## src/rtl/psc_pkg.sv

```systemverilog
package psc_pkg;
  typedef enum logic [1:0] {
    PH_IDLE  = 2'd0,
    PH_COUNT = 2'd1,
    PH_DONE  = 2'd2
  } phase_e;
endpackage

```

## src/rtl/psc_sync.sv

```systemverilog
module psc_sync #(
  parameter int N_PINS      = 4,
  parameter int SYNC_STAGES = 2
) (
  input  logic              clk_i,
  input  logic              rst_ni,
  input  logic [N_PINS-1:0] d_i,
  output logic [N_PINS-1:0] q_o
);
  logic [SYNC_STAGES-1:0][N_PINS-1:0] stage_q;

  for (genvar s = 0; s < SYNC_STAGES; s++) begin : g_stage
    always_ff @(posedge clk_i or negedge rst_ni) begin
      if (!rst_ni) stage_q[s] <= '0;
      else if (s == 0) stage_q[s] <= d_i;
      else stage_q[s] <= stage_q[(s == 0) ? 0 : s-1];
    end
  end

  assign q_o = stage_q[SYNC_STAGES-1];
endmodule

```

## src/rtl/psc_window_timer.sv

```systemverilog
module psc_window_timer
  import psc_pkg::*;
#(
  parameter int WINDOW_CYCLES = 28636,
  localparam int CNT_W = (WINDOW_CYCLES > 2) ? $clog2(WINDOW_CYCLES) : 1
) (
  input  logic clk_i,
  input  logic rst_ni,
  input  logic supply_ok_i,
  output logic capture_o,
  output logic done_o,
  output logic busy_o
);
  localparam logic [CNT_W-1:0] LAST = CNT_W'(WINDOW_CYCLES - 1);

  phase_e           phase_q;
  logic [CNT_W-1:0] cnt_q;

  always_ff @(posedge clk_i or negedge rst_ni) begin
    if (!rst_ni) begin
      phase_q <= PH_IDLE;
      cnt_q   <= '0;
    end else begin
      unique case (phase_q)
        PH_IDLE: begin
          cnt_q <= '0;
          if (supply_ok_i) phase_q <= PH_COUNT;
        end
        PH_COUNT: begin
          if (!supply_ok_i) begin
            phase_q <= PH_IDLE;
            cnt_q   <= '0;
          end else if (cnt_q == LAST) begin
            phase_q <= PH_DONE;
          end else begin
            cnt_q <= cnt_q + 1'b1;
          end
        end
        default: phase_q <= PH_DONE;
      endcase
    end
  end

  assign capture_o = (phase_q == PH_COUNT) && supply_ok_i && (cnt_q == LAST);
  assign done_o    = (phase_q == PH_DONE);
  assign busy_o    = (phase_q == PH_COUNT);

  AST_CNT_IN_RANGE: assert property (@(posedge clk_i) disable iff (!rst_ni)
    cnt_q <= LAST);
  AST_RESTART_ON_DROP: assert property (@(posedge clk_i) disable iff (!rst_ni)
    (busy_o && !supply_ok_i) |=> (cnt_q == '0 && !busy_o && !done_o));
  AST_DONE_STICKY: assert property (@(posedge clk_i) disable iff (!rst_ni)
    done_o |=> done_o);
endmodule

```

## src/rtl/psc_strap_latch.sv

```systemverilog
module psc_strap_latch #(
  parameter int N_PINS = 4
) (
  input  logic              clk_i,
  input  logic              rst_ni,
  input  logic              capture_i,
  input  logic [N_PINS-1:0] level_i,
  output logic [N_PINS-1:0] cfg_o
);
  logic [N_PINS-1:0] cfg_q;

  for (genvar i = 0; i < N_PINS; i++) begin : g_bit
    always_ff @(posedge clk_i or negedge rst_ni) begin
      if (!rst_ni) cfg_q[i] <= 1'b0;
      else if (capture_i) cfg_q[i] <= level_i[i];
    end
  end

  assign cfg_o = cfg_q;

  AST_CFG_ONLY_AT_CAPTURE: assert property (@(posedge clk_i) disable iff (!rst_ni)
    !$stable(cfg_q) |-> $past(capture_i));
  AST_CAPTURE_VALUE: assert property (@(posedge clk_i) disable iff (!rst_ni)
    capture_i |=> (cfg_q == $past(level_i)));
endmodule

```

## src/rtl/psc_drive_ctrl.sv

```systemverilog
module psc_drive_ctrl #(
  parameter int N_PINS      = 4,
  parameter int HOLD_CYCLES = 4,
  localparam int HCNT_W = (HOLD_CYCLES > 2) ? $clog2(HOLD_CYCLES) : 1
) (
  input  logic              clk_i,
  input  logic              rst_ni,
  input  logic              capture_i,
  output logic [N_PINS-1:0] oe_o,
  output logic              hold_low_o
);
  localparam logic [HCNT_W-1:0] HLAST = HCNT_W'(HOLD_CYCLES - 1);

  logic              drive_q;
  logic              release_q;
  logic [HCNT_W-1:0] hcnt_q;

  always_ff @(posedge clk_i or negedge rst_ni) begin
    if (!rst_ni) drive_q <= 1'b0;
    else if (capture_i) drive_q <= 1'b1;
  end

  always_ff @(posedge clk_i or negedge rst_ni) begin
    if (!rst_ni) begin
      hcnt_q    <= '0;
      release_q <= 1'b0;
    end else if (drive_q && !release_q) begin
      if (hcnt_q == HLAST) release_q <= 1'b1;
      else hcnt_q <= hcnt_q + 1'b1;
    end
  end

  for (genvar i = 0; i < N_PINS; i++) begin : g_oe
    assign oe_o[i] = drive_q;
  end
  assign hold_low_o = !release_q;

  AST_OE_STICKY: assert property (@(posedge clk_i) disable iff (!rst_ni)
    drive_q |=> drive_q);
  AST_HOLD_AFTER_OE: assert property (@(posedge clk_i) disable iff (!rst_ni)
    $fell(hold_low_o) |-> $past(drive_q));
  AST_HOLD_WHILE_OFF: assert property (@(posedge clk_i) disable iff (!rst_ni)
    !drive_q |-> hold_low_o);
endmodule

```

## src/rtl/strap_sampler.sv

```systemverilog
module strap_sampler #(
  parameter int N_PINS        = 4,
  parameter int WINDOW_CYCLES = 28636,
  parameter int HOLD_CYCLES   = 4,
  parameter int SYNC_STAGES   = 2
) (
  input  logic              clk_i,
  input  logic              rst_ni,
  input  logic              supply_ok_i,
  input  logic [N_PINS-1:0] strap_i,
  output logic [N_PINS-1:0] oe_o,
  output logic [N_PINS-1:0] cfg_o,
  output logic              hold_low_o
);
  logic [N_PINS-1:0] level_sync;
  logic              capture;
  logic              win_done;
  logic              win_busy;

  psc_sync #(.N_PINS(N_PINS), .SYNC_STAGES(SYNC_STAGES)) u_sync (
    .clk_i (clk_i),
    .rst_ni(rst_ni),
    .d_i   (strap_i),
    .q_o   (level_sync)
  );

  psc_window_timer #(.WINDOW_CYCLES(WINDOW_CYCLES)) u_timer (
    .clk_i      (clk_i),
    .rst_ni     (rst_ni),
    .supply_ok_i(supply_ok_i),
    .capture_o  (capture),
    .done_o     (win_done),
    .busy_o     (win_busy)
  );

  psc_strap_latch #(.N_PINS(N_PINS)) u_latch (
    .clk_i    (clk_i),
    .rst_ni   (rst_ni),
    .capture_i(capture),
    .level_i  (level_sync),
    .cfg_o    (cfg_o)
  );

  psc_drive_ctrl #(.N_PINS(N_PINS), .HOLD_CYCLES(HOLD_CYCLES)) u_drive (
    .clk_i     (clk_i),
    .rst_ni    (rst_ni),
    .capture_i (capture),
    .oe_o      (oe_o),
    .hold_low_o(hold_low_o)
  );

  AST_NO_OE_IN_WINDOW: assert property (@(posedge clk_i) disable iff (!rst_ni)
    !win_done |-> (oe_o == '0));
  AST_OE_ALL_OR_NONE: assert property (@(posedge clk_i) disable iff (!rst_ni)
    (oe_o == '0) || (oe_o == '1));
  AST_NO_OE_WITHOUT_SUPPLY: assert property (@(posedge clk_i) disable iff (!rst_ni)
    (!win_busy && !win_done) |-> (oe_o == '0));
endmodule

```

## config.mk

```make
export PLATFORM = sky130hd
export DESIGN_NAME = strap_sampler
export DESIGN_NICKNAME = d
export VERILOG_FILES = /design/src/rtl/psc_pkg.sv /design/src/rtl/psc_sync.sv /design/src/rtl/psc_window_timer.sv /design/src/rtl/psc_strap_latch.sv /design/src/rtl/psc_drive_ctrl.sv /design/src/rtl/strap_sampler.sv
export SDC_FILE = /design/constraint.sdc
export NUM_CORES = 1
export LEC_CHECK = 0
export BUFFER_PORTS_ARGS = -buffer_cell sky130_fd_sc_hd__buf_2
export CORE_ASPECT_RATIO = 1.5
export CORE_MARGIN = 2
export CORE_UTILIZATION = 45
export CTS_CLUSTER_SIZE = 25
export DETAILED_ROUTE_END_ITERATION = 10
export GPL_TIMING_DRIVEN = 1
export SETUP_SLACK_MARGIN = 0.1
export SYNTH_ARGS = -nofsm -noshare
export SYNTH_HDL_FRONTEND = slang
export SYNTH_SLANG_ARGS = --single-unit
export TNS_END_PERCENT = 20
```

## constraint.sdc

```tcl
create_clock -name clk_i -period 5.49 [get_ports clk_i]
set_clock_uncertainty 0.05 [all_clocks]
set_input_delay 0 -clock clk_i [delete_from_list [all_inputs] [get_ports clk_i]]
set_output_delay 0 -clock clk_i [all_outputs]
set_load 0.03 [all_outputs]
```

==> results of run 1 <==
[layer usage]
| layer | global-route usage | vias up |
|---|---|---|
| met1 | 0.203 | 524 |
| met4 | 0.0760 | 0 |
| li1 | - | 521 |
| met2 | 0.270 | 30 |
| met3 | 0.0536 | 4 |
| met5 | 0 | - |
[timing repair]
item	4_1_cts	5_1_grt
hold buffers	6	0
buffers inserted	0	0
endpoints found under the hold margin	38	0
[final cells by class]
type	instances	area [sq um]
repair buffers	21	135
inverters	4	15.0
clock buffers	5	68.8
well taps	40	50.0
flip-flops and latches	33	826
multi-input cells	86	607
fillers	289	1470
clock inverters	3	17.5
[worst paths after layout]
check	startpoint	endpoint	slack, ps	cells past startpoint
worst max-delay path	u_timer.cnt_q[0]	u_latch.cfg_o[0]	3570	5
worst min-delay path	rst_ni	u_timer.cnt_q[7]	240	2
worst max register to register	u_timer.cnt_q[0]	u_latch.cfg_o[0]	3570	5
worst min register to register	u_sync.stage_q[0]	u_sync.q_o[0]	300	0
max in group asynchronous	rst_ni	u_sync.q_o[1]	4690	2
min in group clk_i	u_sync.stage_q[0]	u_sync.q_o[0]	300	0
[kinds of logic (layout without fill, tap and decap cells)]
group                    Yosys count  in the layout  share of synthesized area
flip-flops                        33             33                      0.546
AND/OR/NAND/NOR                   48             48                      0.208
buffers and inverters             13             33                     0.0529
AO/OA/AOI/OAI                     30             30                      0.124
adder cells (fa/ha/maj)            2              2                     0.0165
XOR/XNOR                           1              1                    0.00579
multiplexers                       5              5                     0.0471
[cell usage after synthesis (3+ instances only)]
library cell	n
a21oi_1	4
buf_4	4
dfrtp_1	33
inv_1	4
mux2_4	4
nand2_1	11
nand3_1	5
nand4_1	4
nor2_1	3
o21ai_0	14
or3_1	3
or4_1	4
[registers in the layout, indices dropped and copies added, names as in the netlist]
signal	cells
u_timer.cnt_q	15
u_latch.cfg_o	4
u_sync.q_o	4
u_sync.stage_q	4
u_drive.hcnt_q	2
u_timer.phase_q	2
u_drive.drive_q	1
u_drive.release_q	1
[power groups by stage]
stage	sequential (mW)	clock [mW]	combinational [mW]
3_5_place_dp	0.253	0	0.0142
3_3_place_gp	0.253	0	0.0136
4_1_cts	0.249	0.184	0.0175
2_1_floorplan	0.253	0	0.00587
6_report	0.249	0.175	0.0168
5_1_grt	0.249	0.194	0.0196
[worst register-to-register path: stages (launching register included)]
cell and delay (ps):
dfrtp_1 380, ha_1 270, nor4b_4 230, nand4_2 170, or2_1 360, mux2_4 330
==> metrics.csv, run 1 <==
stage,metric,value,unit
logic_synthesis,synthArstFlopShare,1.00,
detailed_routing,drtPass1Iterations,4,
logic_synthesis,synth_edf_count,0,
detailed_routing,via_count,1079,
detailed_routing,met3WireLength,137,um
global_routing,first_global_vias,1068,
power,switchingPower,0.0998,mW
cts,cts-root-buf,clkbuf_8,
detailed_routing,postRouteAntennaNets,0,
cts,ctsHtreeMaxLevel,2,
detailed_routing,wirelength,2.67,mm
global_routing,antenna_found_initial,0,
critical_path,crit_buf_inv,0,
detailed_routing,drc,0,
detailed_routing,met2_length,1.34,mm
logic_synthesis,synth_cell_types,41,
floorplanning,die_y,75.0,um
finish,layout_common_cells,"dfrtp_1 (33), buf_2 (15), o21ai_0 (14)",
cts,numCtsBuffers,5,
sta,rsz0062_at_grt,no,
finish,final_cells,192,
finish,final_common_cell,dfrtp_1,
finish,drive_above_1_share,0.217,
placement,numPortBuffers,15,
sta,timing.slew.headroom,0.532,
sta,setup_violations,0,
logic_synthesis,syn_area,1510,sq um
cts,path_clk_slew,70,ps
logic_synthesis,yosys_warnings,0,
logic_synthesis,synth_top_area_cell,dfrtp_1,
critical_path,crit_fanout,6,
power,p_int,0.341,mW
finish,finalInstanceArea,1720,sq um
floorplanning,dieArea,3850,sq um
sta,tightest_slew,703,ps
power,p_clk_frac,0.398,
logic_synthesis,ys_ff_latch,33,
critical_path,crit_family,simple AND/OR/NAND/NOR gates,
global_routing,track_usage,0.167,
detailed_routing,top_layer,met4,
min_path,holdCritPathClass,primary input to async pin,
floorplanning,core-area,3190,sq um
placement,gp_congestion,0.867,
detailed_routing,wl_per_cell,13.9,um
finish,syn2layout_area_growth,13.6,%
sta,setup_tns,0,ps
cts,cts_buffer_depth,2,
critical_path,critPathSlowestCell,dfrtp_1,
logic_synthesis,synthTopCellsByArea,"dfrtp_1 (55%), o21ai_0 (4.6%), mux2_4 (4.0%)",
sta,fmax,0.521,GHz
logic_synthesis,ys.flop_type,dfrtp_1,
floorplanning,start_util,0.474,
detailed_routing,first_iter_violations,26,
placement,place_area,1570,sq um
sta,fin_crit_sh,0.350,
critical_path,crit_type,flop to flop,
placement,pre_cts_ws,3580,ps
floorplanning,row_count,25,
global_routing,grt_start_max_net_pins,34,
cts,clock_sinks,33,
floorplanning,die_w,51.3,um
power,ir_worst_vdd,0.000201,V
critical_path,required,5610,ps
cts,clkLatencyLatePin,280,ps
sta,maxSlewViolCount,0,
status,status,completed,
power,power,0.441,mW
critical_path,worst_setup_path_start_kind,flop,
power,p_per_area,256,nW/um^2
power,pwr-share-comb,0.038,
finish,num-nets-final,160,
placement,dp.cells,178,
detailed_routing,met1_length,1.16,mm
run,max-cap-violations,0,
sta,holdWs,245,ps
global_routing,grt_pass1_wl,4.69,mm
logic_synthesis,ys_seq_area_frac,0.546,
global_routing,grt_overflow_total,0,
sta,setup_ws,3570,ps
logic_synthesis,syn_inst,132,
logic_synthesis,syn_nets,141,
logic_synthesis,syn-mean-instance-area,11.5,sq um
detailed_routing,vias_per_cell,5.62,
sta,period_needed,1920,ps
logic_synthesis,synth_top_area_frac,0.546,
cts,cts_tree,done,
sta,hold_violations,0,
cts,cts_resized,0,
critical_path,cp_data_arrival_time,2040,ps
placement,dp_hpwl,1.86,mm
finish,antenna_cells,0,
critical_path,cp-end-kind,flop,
power,p_sw_frac,0.226,
critical_path,crit_path_max_incr_delay,380,ps
power,leakagePower,0.833,nW
floorplanning,io_pins,16,
power,p_seq_frac,0.564,
finish,final_core_util,0.539,
critical_path,cp_cell_sequence,ha_1 > nor4b_4 > nand4_2 > or2_1 > mux2_4,
No activity file was read; power rests on OpenSTA's default activity.
==> inputs of run 2 (changes only) <==
ABC_AREA = 1   (was default)
clock period = 1.81 ns   (was 5.49 ns; I/O delays follow)
==> run 2 against run 1 <==
Effect of this change: sequential share of layout area fell by 3.5 points; die area rose by 7.3%; global-route usage rose by 2.5 points; via count rose by 28%; non-clock buffer count rose by 1; register-to-register slack got worse by 3300 ps; critical path depth rose by 3; highest routed layer unchanged; core utilization fell by 0.072 points; wire length rose by 26%; sequential power rose to 3.0 times the previous value.
==> metrics.csv, run 2 <==
stage,metric,value,unit,change
run,max-cap-violations,0,,unchanged
global_routing,antenna_found_initial,0,,unchanged
finish,multi_input_area,653,sq um,was 607 sq um
global_routing,grt_pass1_wl,5.66,mm,was 4.69 mm
sta,timing.slew.headroom,0.526,,was 0.532
critical_path,rrSetupSlack,220,ps,was 3570 ps
finish,drive_above_1_share,0.150,,was 0.217
cts,cts-root-buf,clkbuf_8,,unchanged
sta,period_needed,1590,ps,was 1920 ps
floorplanning,die_y,77.7,um,was 75.0 um
cts,cts_tree,done,,unchanged
cts,cts_buffer_depth,2,,unchanged
logic_synthesis,syn-mean-instance-area,8.03,sq um,was 11.5 sq um
logic_synthesis,ys_ff_latch,33,,unchanged
logic_synthesis,synth_top_area_frac,0.507,,was 0.546
power,leakagePower,0.961,nW,was 0.833 nW
critical_path,cp_data_arrival_time,1710,ps,was 2040 ps
critical_path,crit_path_start,u_timer.cnt_q[0],,unchanged
placement,dp.cells,255,,was 178
finish,final_cells,268,,was 192
finish,seq_area,826,sq um,unchanged
sta,hold_violations,0,,unchanged
finish,finalInstanceArea,1860,sq um,was 1720 sq um
finish,final_core_util,0.538,,was 0.539
detailed_routing,wl_per_cell,12.5,um,was 13.9 um
detailed_routing,postRouteAntennaNets,0,,unchanged
critical_path,crit_type,flop to flop,,unchanged
finish,antenna_cells,0,,unchanged
sta,maxSlewViolCount,0,,unchanged
finish,final_common_cell,nand2_1,,was dfrtp_1
critical_path,crit_fanout,8,,was 6
finish,largest_reg_flops,15,,unchanged
logic_synthesis,ys_seq_area_frac,0.507,,was 0.546
detailed_routing,vias_per_cell,5.16,,was 5.62
sta,setup_violations,0,,unchanged
logic_synthesis,synth_edf_count,0,,unchanged
finish,top_register,u_timer.cnt_q,,unchanged
critical_path,cp-end-kind,flop,,unchanged
logic_synthesis,synth_common_cells,"nand2_1 (59), dfrtp_1 (33), inv_1 (23), nor2_1 (22), nand3_1 (19)",,"was dfrtp_1 (33), o21ai_0 (14), nand2_1 (11), nand3_1 (5)"
logic_synthesis,synth_top_area_cell,dfrtp_1,,unchanged
cts,clkLatencyLatePin,280,ps,about the same
power,ir_worst_vdd,0.000500,V,was 0.000201 V
sta,setup_tns,0,ps,unchanged
status,status,completed,,unchanged
cts,numCtsBuffers,5,,unchanged
logic_synthesis,yosysMostFrequentCell,nand2_1,,was dfrtp_1
finish,fill_cells,341,,was 289
sta,fin_crit_sh,0.878,,was 0.350
cts,cts_resized,0,,unchanged
placement,dp_hpwl,2.43,mm,was 1.86 mm
logic_synthesis,yosys_warnings,0,,unchanged
sta,fmax,0.629,GHz,was 0.521 GHz
global_routing,track_usage,0.191,,was 0.167
sta,rsz0062_at_grt,yes,,was no
sta,tightest_slew,711,ps,was 703 ps
floorplanning,start_util,0.473,,was 0.474
logic_synthesis,synth_cell_types,26,,was 41
floorplanning,dieArea,4130,sq um,was 3850 sq um
detailed_routing,wirelength,3.36,mm,was 2.67 mm
detailed_routing,via_count,1382,,was 1079
cts,ctsHtreeMaxLevel,2,,unchanged
global_routing,grt_start_max_net_pins,34,,unchanged
detailed_routing,drtPass1Iterations,4,,unchanged
logic_synthesis,synthArstFlopShare,1.00,,unchanged
logic_synthesis,syn_nets,212,,was 141
finish,layout_common_cells,"nand2_1 (59), dfrtp_1 (33), inv_1 (23)",,"was dfrtp_1 (33), buf_2 (15), o21ai_0 (14)"
critical_path,required,1930,ps,was 5610 ps
placement,numPortBuffers,15,,unchanged
placement,place_area,1720,sq um,was 1570 sq um
floorplanning,io_pins,16,,unchanged
cts,path_clk_slew,70,ps,about the same
detailed_routing,drc,0,,unchanged
finish,num-nets-final,234,,was 160
logic_synthesis,ys.flop_type,dfrtp_1,,unchanged
placement,gp_congestion,0.917,,was 0.867
floorplanning,row_count,26,,was 25
logic_synthesis,synthTopCellsByArea,"dfrtp_1 (51%), nand2_1 (14%), nand3_1 (5.8%)",,"was dfrtp_1 (55%), o21ai_0 (4.6%), mux2_4 (4.0%)"
critical_path,endpoint,u_timer.cnt_q[3],,was u_latch.cfg_o[0]
critical_path,worst_setup_path_start_kind,flop,,unchanged
finish,syn2layout_area_growth,13.8,%,was 13.6%
min_path,holdCritPathClass,primary input to flop,,was primary input to async pin
logic_synthesis,syn_area,1630,sq um,was 1510 sq um
cts,post_cts_buffers,0,,unchanged
critical_path,rr_startpoint,u_timer.cnt_q[0],,unchanged
floorplanning,core-area,3450,sq um,was 3190 sq um
global_routing,first_global_vias,1331,,was 1068
detailed_routing,first_iter_violations,55,,was 26
critical_path,rr_endpoint,u_timer.cnt_q[3],,was u_latch.cfg_o[0]
power,p_per_area,708,nW/um^2,was 256 nW/um^2
global_routing,grt_overflow_total,0,,unchanged
critical_path,reg2reg_depth,8,,was 5
floorplanning,die_w,53.1,um,was 51.3 um
logic_synthesis,syn_inst,203,,was 132
cts,clock_sinks,33,,unchanged
[run 2: worst max-delay path: stages, from the launching register on]
cell,delay (ps)
dfrtp_1,430
ha_1,200
nand4_1,100
nor2_1,170
nand2_1,90
nand2_1,130
nand2_2,140
nand3_1,100
o21ai_1,70
[run 2: routing by layer]
layer  vias up  part of all wire  track usage
met5         -                 0            0
met4         0             0.039        0.128
met3        12             0.034       0.0519
met2        29              0.54        0.319
met1       648              0.39        0.201
li1        693                 -            -
[run 2: layout make-up]
| type | count | area share |
|---|---|---|
| Inverter | 26 | 0.0526 |
| Multi-Input combinational cell | 137 | 0.352 |
| Timing Repair Buffer | 22 | 0.0755 |
| Clock buffer | 5 | 0.0371 |
| Clock inverter | 3 | 0.00944 |
| Sequential cell | 33 | 0.445 |
| Tap cell | 42 | 0.0283 |
[run 2: how the worst min path moves through the flow]
stage / from / to / slack [ps] / cells past startpoint
6_report: supply_ok_i / u_timer.cnt_q[8] / 20 / 3
5_1_grt: supply_ok_i / u_timer.cnt_q[5] / 30 / 3
4_1_cts: supply_ok_i / u_timer.cnt_q[5] / 0.7 / 3
3_5_place_dp: rst_ni / u_drive.hcnt_q[0] / 50 / 1
3_3_place_gp: rst_ni / u_drive.hcnt_q[0] / 30 / 1
2_1_floorplan: rst_ni / u_drive.drive_q / -350 / 0
[run 2: kinds of logic (layout without fill, tap and decap cells)]
group,after synthesis,after routing,synth area share
compound gates,13,13,0.0445
xor+xnor,2,2,0.0107
fa+ha+maj,2,2,0.0153
buf+inv,33,56,0.0929
flops,33,33,0.507
mux,1,1,0.00691
simple gates,119,119,0.323
[run 2: what timing repair did]
action	CTS	global route
setup endpoints to repair	0	8
hold buffers	5	0
hold endpoints to repair	37	0
[run 2: report_power, final]
| group | switching [mW] | total [mW] | internal [mW] | leakage, nW |
|---|---|---|---|---|
| registers | 0.00231 | 0.749 | 0.746 | 0.385 |
| logic | 0.0220 | 0.0343 | 0.0123 | 0.532 |
| clock network | 0.266 | 0.531 | 0.265 | 0.0439 |
[run 2: per-stage QoR]
step	hold slack [ps]	worst slack, ps	power [mW]
global route	30.0	70.8	1.38
CTS	0.670	218	1.34
floorplan	-346	321	0.765
finish	17.5	221	1.31
detailed placement	47.7	226	0.790
global placement	33.7	300	0.788
